File: src/rtl/fpflag_pkg.sv
package fpflag_pkg;
  // status cause vector layout
  localparam int ST_W     = 13;
  localparam int ST_SNAN  = 0;
  localparam int ST_QNAN  = 1;
  localparam int ST_ISI   = 2;
  localparam int ST_IDI   = 3;
  localparam int ST_NINV  = 9;   // causes 0..8 are invalid-operation causes
  localparam int ST_OVF   = 9;
  localparam int ST_NDIR  = 4;   // overflow, underflow, div-by-zero, inexact

  // register layout
  localparam int CSR_W    = 9;
  localparam int CSR_EN   = 0;
  localparam int NFLAG    = CSR_W - 1;
  // flag indices within the flag field (register bit minus one)
  localparam int FL_INV   = 0;
  localparam int FL_SNAN  = 1;
  localparam int FL_QNAN  = 2;
  localparam int FL_INF   = 3;
  localparam int FL_OVF   = 4;

  localparam logic [ST_W-1:0] INV_MASK = ST_W'((1 << ST_NINV) - 1);
  localparam logic [ST_W-1:0] INF_MASK = ST_W'((1 << ST_ISI) | (1 << ST_IDI));
endpackage

File: src/rtl/fpflag_fold.sv
module fpflag_fold
  import fpflag_pkg::*;
(
  input  logic [ST_W-1:0]  code,
  output logic [NFLAG-1:0] flags
);
  logic inv_any;
  logic inf_any;

  assign inv_any = |(code & INV_MASK);
  assign inf_any = |(code & INF_MASK);

  assign flags[FL_INV]  = inv_any;
  assign flags[FL_SNAN] = code[ST_SNAN];
  assign flags[FL_QNAN] = code[ST_QNAN];
  assign flags[FL_INF]  = inf_any;

  // direct one-to-one causes
  for (genvar g = 0; g < ST_NDIR; g++) begin : g_direct
    assign flags[FL_OVF + g] = code[ST_OVF + g];
  end

  always_comb begin
    AST_INF_CAUSE: assert (!flags[FL_INF] || code[ST_ISI] || code[ST_IDI]);
    AST_NAN_IMPLIES_INV: assert (!(flags[FL_SNAN] || flags[FL_QNAN]) || flags[FL_INV]);
  end
endmodule

File: src/rtl/fpflag_csr.sv
module fpflag_csr
  import fpflag_pkg::*;
(
  input  logic             clk,
  input  logic             rst_n,
  input  logic             beat,
  input  logic [NFLAG-1:0] beat_flags,
  input  logic             wr,
  input  logic [CSR_W-1:0] wdata,
  output logic [CSR_W-1:0] csr_q,
  output logic             req_q
);
  logic [CSR_W-1:0] base;
  logic [CSR_W-1:0] csr_d;
  logic             en_eff;
  logic             take;
  logic             req_d;

  // a write in the same cycle forms the base the beat is merged into
  assign base   = wr ? wdata : csr_q;
  assign en_eff = base[CSR_EN];
  assign take   = beat && en_eff;

  always_comb begin
    csr_d = base;
    if (take) csr_d[CSR_W-1:1] = base[CSR_W-1:1] | beat_flags;
  end

  assign req_d = take && (|csr_d[CSR_W-1:1]);

  always_ff @(posedge clk) begin
    if (!rst_n) begin
      csr_q <= '0;
      req_q <= 1'b0;
    end else begin
      csr_q <= csr_d;
      req_q <= req_d;
    end
  end

  AST_DISABLED_HOLD: assert property (@(posedge clk) disable iff (!rst_n)
    (!wr && !csr_q[CSR_EN]) |=> $stable(csr_q));

  AST_STICKY: assert property (@(posedge clk) disable iff (!rst_n)
    !wr |=> ((($past(csr_q) & ~csr_q)) == '0));

  AST_REQ_AFTER_BEAT: assert property (@(posedge clk) disable iff (!rst_n)
    req_q |-> ($past(beat) && csr_q[CSR_EN] && (|csr_q[CSR_W-1:1])));

  AST_WRITE_LOADS: assert property (@(posedge clk) disable iff (!rst_n)
    (wr && !beat) |=> (csr_q == $past(wdata) && !req_q));
endmodule

File: src/rtl/fpflag_unit.sv
module fpflag_unit
  import fpflag_pkg::*;
(
  input  logic             clk,
  input  logic             rst_n,
  input  logic             st_valid,
  output logic             st_ready,
  input  logic [ST_W-1:0]  st_code,
  input  logic             csr_wr,
  input  logic [CSR_W-1:0] csr_wdata,
  output logic [CSR_W-1:0] csr_rdata,
  output logic             exc_req
);
  logic [NFLAG-1:0] beat_flags;
  logic             beat;

  assign st_ready = 1'b1;
  assign beat     = st_valid && st_ready;

  fpflag_fold u_fold (
    .code  (st_code),
    .flags (beat_flags)
  );

  fpflag_csr u_csr (
    .clk        (clk),
    .rst_n      (rst_n),
    .beat       (beat),
    .beat_flags (beat_flags),
    .wr         (csr_wr),
    .wdata      (csr_wdata),
    .csr_q      (csr_rdata),
    .req_q      (exc_req)
  );

  AST_REQ_ONE_CYCLE: assert property (@(posedge clk) disable iff (!rst_n)
    (exc_req && !$past(st_valid, 1)) |-> 1'b0);
endmodule

File: config.mk
export PLATFORM = sky130hd
export DESIGN_NAME = fpflag_unit
export DESIGN_NICKNAME = d
export VERILOG_FILES = /design/src/rtl/fpflag_pkg.sv /design/src/rtl/fpflag_fold.sv /design/src/rtl/fpflag_csr.sv /design/src/rtl/fpflag_unit.sv
export SDC_FILE = /design/constraint.sdc
export NUM_CORES = 1
export LEC_CHECK = 0
export BUFFER_PORTS_ARGS = -buffer_cell sky130_fd_sc_hd__buf_2
export CORE_MARGIN = 2
export CORE_UTILIZATION = 24
export CTS_CLUSTER_SIZE = 24
export DETAILED_ROUTE_END_ITERATION = 10
export GPL_TIMING_DRIVEN = 0
export MAX_ROUTING_LAYER = met4
export PLACE_DENSITY_LB_ADDON = 0.05
export RECOVER_POWER = 100
export SLEW_MARGIN = 15
export SYNTH_ARGS = -nofsm -noshare
export SYNTH_HDL_FRONTEND = slang
export SYNTH_HIERARCHICAL = 1
export SYNTH_SLANG_ARGS = --single-unit
File: constraint.sdc
create_clock -name clk -period 2.3 [get_ports clk]
set_input_delay 0.46 -clock clk [delete_from_list [all_inputs] [get_ports clk]]
set_output_delay 0.46 -clock clk [all_outputs]
set_load 0.01 [all_outputs]
==> results of run 1 <==
-- worst reg2reg max path: stages, from the launching register on --
cell and delay [ps]:
dfxtp_1 320, or4_1 490, o2bb2ai_1 160, a31oi_1 90
-- state kept, by name (all words and copies together), names as in the netlist --
name / cells
u_csr/req_q: 1
u_csr/csr_q: 9
-- logic make-up after synthesis --
group	synth area share [%]
AOI/OAI and AO/OA	16.99
buffers and inverters	13.12
DFF	34.41
muxes	13.98
other	0.6445
and+or+nand+nor	20.86
-- area by class of cell --
type	instances	area, um2
Timing Repair Buffer	30	136.4
Clock buffer	3	22.52
Sequential cell	10	200.2
Fill cell	273	1479
Tap cell	28	35.03
Multi-Input combinational cell	43	305.3
Buffer	11	76.32
-- per-stage QoR --
| step | power (uW) | hold slack [ps] | util (%) |
|---|---|---|---|
| 2_1_floorplan | 252.4 | 557.7 | - |
| 3_3_place_gp | 294.5 | 551.0 | 34.02 |
| 3_5_place_dp | 294.5 | 549.6 | 34.02 |
| 4_1_cts | 413.3 | 477.6 | 35.02 |
| 5_1_grt | 430.3 | 492.5 | 34.41 |
| 6_report | 401.9 | 488.5 | 34.41 |
-- worst max path at each step --
| stage | startpoint | endpoint | depth (start not counted) |
|---|---|---|---|
| 2_1_floorplan | st_code[3] | u_csr/req_q | 6 |
| 3_5_place_dp | st_code[3] | u_csr/req_q | 7 |
| 4_1_cts | st_code[5] | u_csr/req_q | 7 |
| 6_report | st_code[3] | u_csr/req_q | 7 |
| 5_1_grt | st_code[5] | u_csr/req_q | 7 |
| 3_3_place_gp | st_code[5] | u_csr/req_q | 7 |
-- power groups by stage --
stage               Clock (uW)  Combinational (uW)  Sequential [uW]
floorplan                    0                49.1              203
CTS                        123                97.0              194
global placement             0                96.8              198
detailed placement           0                96.8              198
finish                     118                90.4              194
global route               132                 102              196
-- metal layers --
| layer | vias up | track usage [%] |
|---|---|---|
| li1 | 300 | - |
| met2 | 27 | 17.08 |
| met3 | 2 | 2.825 |
| met1 | 248 | 16.13 |
| met4 | 0 | 7.692 |
| met5 | - | - |
-- cell usage in the layout (no fill, tap or decap) --
cell type and instances:
a21boi_0 6, or4_1 1, nor3b_1 1, nor4_1 4
conb_1 1, a31oi_1 1, clkbuf_4 4, mux2_1 1
mux2i_1 7, buf_2 20, nand3b_1 1, o32ai_1 1
nand3_1 9, a21boi_1 2, o2bb2ai_1 1, buf_4 8
and2_0 1, clkbuf_1 12, dfxtp_1 10, nor3_1 2
o211a_1 1, or2_1 1, o21ai_0 1, nand2b_1 1
==> impl_results.md, run 1 <==
* Critical path's top delay family: simple AND/OR/NAND/NOR gates
* Post-Syn Area at 581.8 um2
* Tot GR Track Use at 12.39%
* Hold Vio Cnt, Final at 0
* Critical path's largest stage delay at 250 ps
* Synth area leaders: dfxtp_1, mux2i_1, buf_4, a21boi_1, nand3_1
* Slew Viols, Final at 0
* Sequential share of the synthesized area at 34.41%
* Final worst slack at 808.1 ps
* Post-synth top area share at 34.41%
* Top layer used by detailed routing: met4
* Met1 Routed Length at 727 um
* Vias per cell at 4.616
* Min-Delay Path Class: input pin to register
* Status: completed
* CP Cell Sequence: buf_2, or2_1, nand3b_1, clkbuf_4, nor4_1, o211a_1, a31oi_1
* GP Congestion at 0.7060
* Fraction of registers with async set/reset at 0%
* Clock tree buffer depth at 2
* Hpwl dp at 1.205 mm
* P_int at 292.1 uW
* Die Ht at 53.24 um
* DIE AREA at 0.002834 mm2
* Crit path max-delay cell type: nor4_1
* Hold Crit Endpoint: u_csr/csr_q[7]
* Vias in the first global route at 547
* CTS tree: built
* FF-to-FF Start: u_csr/csr_q[5]
* Num CTS Buffers at 3
* Placed inst area at 767.0 um2
* Clk pwr share at 29.3%
* Worst EP arrival at 1630 ps
* Routed wl met2 at 583 um
* Antenna violations before repair at 0
* Setup CP Type: input pin to register
* Max-cap violations at 0
* Antenna fix cells at 0
* Final min period at 1492 ps
* HP Start: st_code[11]
* Pin count of the biggest net entering global routing at 11
* Switch share at 27.32%
* Routed wire length at 1.462 mm
* Post-synth cell types at 22
* Chip width at 53.24 um
* Cell count of the worst reg-to-reg path at 3
* Final setup violating endpoints at 0
* Final nets at 125
* Post-placement worst setup slack at 525.2 ps
* Share of power burned in combinational logic at 22.5%
* Core Region at 0.002255 mm2
* Syn. warnings at 6
* Post-CTS resize count at 0
* Drt drc at 0
* Clk sinks at 10
* Worst reg2reg endpoint: u_csr/req_q
* Hold Path Depth at 3
* Synth top cells by count: dfxtp_1, buf_4, nand3_1
* Drt wl/cell at 11.70 um
* Psw at 109.8 uW
* FMAX at 670.3 MHz
* Ports at 37
* PortBufs at 30
* Layout cells sized above 1 at 32.99%
* Postcts setup bufs at 0
* Area grow syn2layout at 33.33%
* # rows at 17
* CTS root buf: clkbuf_4
* Final ANT Viol Nets at 0
* RSZ-0062 raised after global routing: no
* First-pass DRT Iterations at 4
* Cts hold-fix bufs at 0
* Post-synth top area cell: dfxtp_1
* Met3 routed WL at 124 um
* Element type at the critical path end: register
* Seq cells post-synth at 10
* First-pass GRT wire length at 2.394 mm
* Initial Util at 25.80%
* Grt total ovfl at 0
* Crit share post-route at 64.86%
* Max FO, Critical Path at 2
* Setup crit start kind: input pin
* Final Skew at 2.598 ps
* WP data required at 2430 ps
* Dominant synthesized flop cell: dfxtp_1
* Peak supply drop at 0.1815 mV
* Setup_tns at 0 ps
* H-tree depth at 1
* Post-synth EDFFs at 0
* PwrDens at 518.1 mW/mm2
* Leakage at 0.0003437 uW
* Clock Latency Late Sink at 260 ps
* Post-route cell area at 775.7 um2
* Placed Cells at 122
* Syn Area/Cell at 9.091 um2
* Fin cells at 125
* Sequential share of power at 48.2%
* Mapped Nets at 90
* CTS clock-pin slew for the worst setup and hold paths at 60 ps
* Number of cells produced by synthesis at 64
* CP Buf/Inv Count at 2
* Most common cell in the netlist: dfxtp_1
* Flop-to-flop setup slack at 1110 ps
* Initial drt markers at 6
* Via count at 577
No activity file was read; power rests on OpenSTA's default activity.
==> inputs of run 2 (changes only) <==
==> constraint.sdc (replaced) <==
create_clock -name clk -period 1.4 [get_ports clk]
set_input_delay 0.28 -clock clk [delete_from_list [all_inputs] [get_ports clk]]
set_output_delay 0.28 -clock clk [all_outputs]
set_load 0.01 [all_outputs]
==> run 2 against run 1 <==
  * Sequential share of layout area fell by 0.25 points
  * Final cell count is the same
  * Utilization up 0.33 points
  * Count of clock-buffer cells in the layout is the same
  * Combinational power up 66%
  * Total power increased by 65%
  * Register-to-register slack got worse by 900 ps
  * Global-route usage did not move
  * Critical path type unchanged
  * Largest cell class unchanged
  * Highest routed layer unchanged
==> impl_results.md, run 2 (synthesis results as in run 1) <==
* Initial Util at 25.80% (unchanged)
* Layout cells sized above 1 at 35.05% (was 32.99%)
* Crit share post-route at 93.73%
* Element type at the critical path end: register (unchanged)
* CTS root buf: clkbuf_4 (unchanged)
* Pin count of the biggest net entering global routing at 11 (unchanged)
* Status: completed (unchanged)
* Grt total ovfl at 0 (unchanged)
* Max FO, Critical Path at 2 (unchanged)
* DIE AREA at 0.002834 mm2 (unchanged)
* Initial drt markers at 7 (was 6)
* Final core occ at 34.74% (was 34.41%)
* Hpwl dp at 1.205 mm (unchanged)
* Final min period at 1312 ps
* Chip width at 53.24 um (unchanged)
* Biggest register: u_csr/csr_q (unchanged)
* Drt drc at 0 (unchanged)
* WP data required at 1530 ps (was 2430 ps)
* Ports at 37 (unchanged)
* Drt wl/cell at 11.69 um (was 11.70 um)
* Leakage at 0.0003456 uW (was 0.0003437 uW)
* Peak supply drop at 0.2982 mV (was 0.1815 mV)
* CTS tree: built (unchanged)
* Vias in the first global route at 547 (unchanged)
* Slew Viols, Final at 0 (unchanged)
* Biggest regs: u_csr/csr_q x9, u_csr/req_q x1 (unchanged)
* Most frequent cells in the layout: buf_2, clkbuf_1, dfxtp_1 (unchanged)
* Number of fill cells in the layout at 270 (was 273)
* Setup crit start kind: input pin (unchanged)
* CTS clock-pin slew for the worst setup and hold paths at 60 ps (about the same)
* First-pass DRT Iterations at 4 (unchanged)
* PwrDens at 844.5 mW/mm2 (was 518.1 mW/mm2)
* FMAX at 762.1 MHz
* Vias per cell at 4.616 (unchanged)
* Final nets at 125 (unchanged)
* Antenna violations before repair at 0 (unchanged)
* PortBufs at 30 (unchanged)
* Post-layout power at 661.4 uW (was 401.9 uW)
* Commonest non-fill, non-tap cell in the layout: buf_2 (unchanged)
* Fin cells at 125 (unchanged)
* Clock tree buffer depth at 2 (unchanged)
* H-tree depth at 1 (unchanged)
* RSZ-0062 raised after global routing: no (unchanged)
* Clock Latency Late Sink at 260 ps (about the same)
* Area grow syn2layout at 34.62% (was 33.33%)
* Final Skew at 2.440 ps (was 2.598 ps)
* Final setup violating endpoints at 0 (unchanged)
* Postcts setup bufs at 0 (unchanged)
* Die Ht at 53.24 um (unchanged)
* First-pass GRT wire length at 2.394 mm (unchanged)
* # rows at 17 (unchanged)
* Tot GR Track Use at 12.39% (unchanged)
* GP Congestion at 0.7060 (unchanged)
* Placed Cells at 122 (unchanged)
* Largest register FFs at 9 (unchanged)
* Routed wire length at 1.461 mm (was 1.462 mm)
* Core Region at 0.002255 mm2 (unchanged)
* Antenna fix cells at 0 (unchanged)
* Via count at 577 (unchanged)
* Min-Delay Path Class: input pin to register (unchanged)
* Setup CP Type: input pin to register (unchanged)
* Hold Vio Cnt, Final at 0 (unchanged)
* Num CTS Buffers at 3 (unchanged)
* Final ANT Viol Nets at 0 (unchanged)
* Max-cap violations at 0 (unchanged)
* Clk sinks at 10 (unchanged)
* Worst EP arrival at 1450 ps (was 1630 ps)
==> run 2: power breakdown <==
part | internal [uW] | switching [uW] | total, uW | leakage [uW]
logic | 75.8 | 73.9 | 150 | 0.000249
clock network | 99.1 | 94.1 | 193 | 0.0000138
registers | 305 | 13.0 | 318 | 0.0000829
total | 480 | 181 | 661 | 0.000346
==> run 2: repair_timing <==
item | CTS | global route
gates resized for setup | 0 | 1
hold buffers | 0 | 0
endpoints found under the setup margin | 0 | 1
==> run 2: routing by layer <==
layer,share of wire [%],track usage (%)
met4,1.8,7.692
met2,40,17.08
met1,49,16.13
met3,8.5,2.825
met5,0,-
==> run 2: final timing paths <==
| kind | startpoint | end | slack, ps | cells after the start |
|---|---|---|---|---|
| max | st_code[3] | u_csr/req_q | 90 | 7 |
| min | st_code[11] | u_csr/csr_q[7] | 310 | 3 |
| max reg2reg | u_csr/csr_q[5] | u_csr/req_q | 210 | 3 |
| min reg2reg | u_csr/csr_q[8] | u_csr/csr_q[8] | 560 | 2 |
==> run 2: final cells by class <==
type / instances / area [um2] / area share [%]
timing repair buffer: 30 / 137.6 / 17.57
buffer: 11 / 76.32 / 9.744
clock buffer: 3 / 22.52 / 2.875
tap: 28 / 35.03 / 4.473
sequential: 10 / 200.2 / 25.56
multi-input combinational: 43 / 311.5 / 39.78
==> run 2: worst max-delay path: stages <==
cell,delay [ps]
buf_2,90
or2_0,230
nand3b_1,160
buf_4,140
nor4_1,250
o211a_1,210
a31oi_1,80
==> run 2: per-stage QoR <==
stage | cell area [um2] | setup TNS, ps | setup WS [ps] | hold slack [ps]
after floorplan | 581.8 | 0 | 110.9 | 401.7
after global placement | 767.0 | -200.2 | -200.2 | 551.0
after detailed placement | 767.0 | -194.8 | -194.8 | 549.6
after CTS | 789.5 | 0 | 57.29 | 297.6
after global routing | 783.3 | 0 | 19.54 | 312.5
final | 783.3 | 0 | 87.83 | 308.5
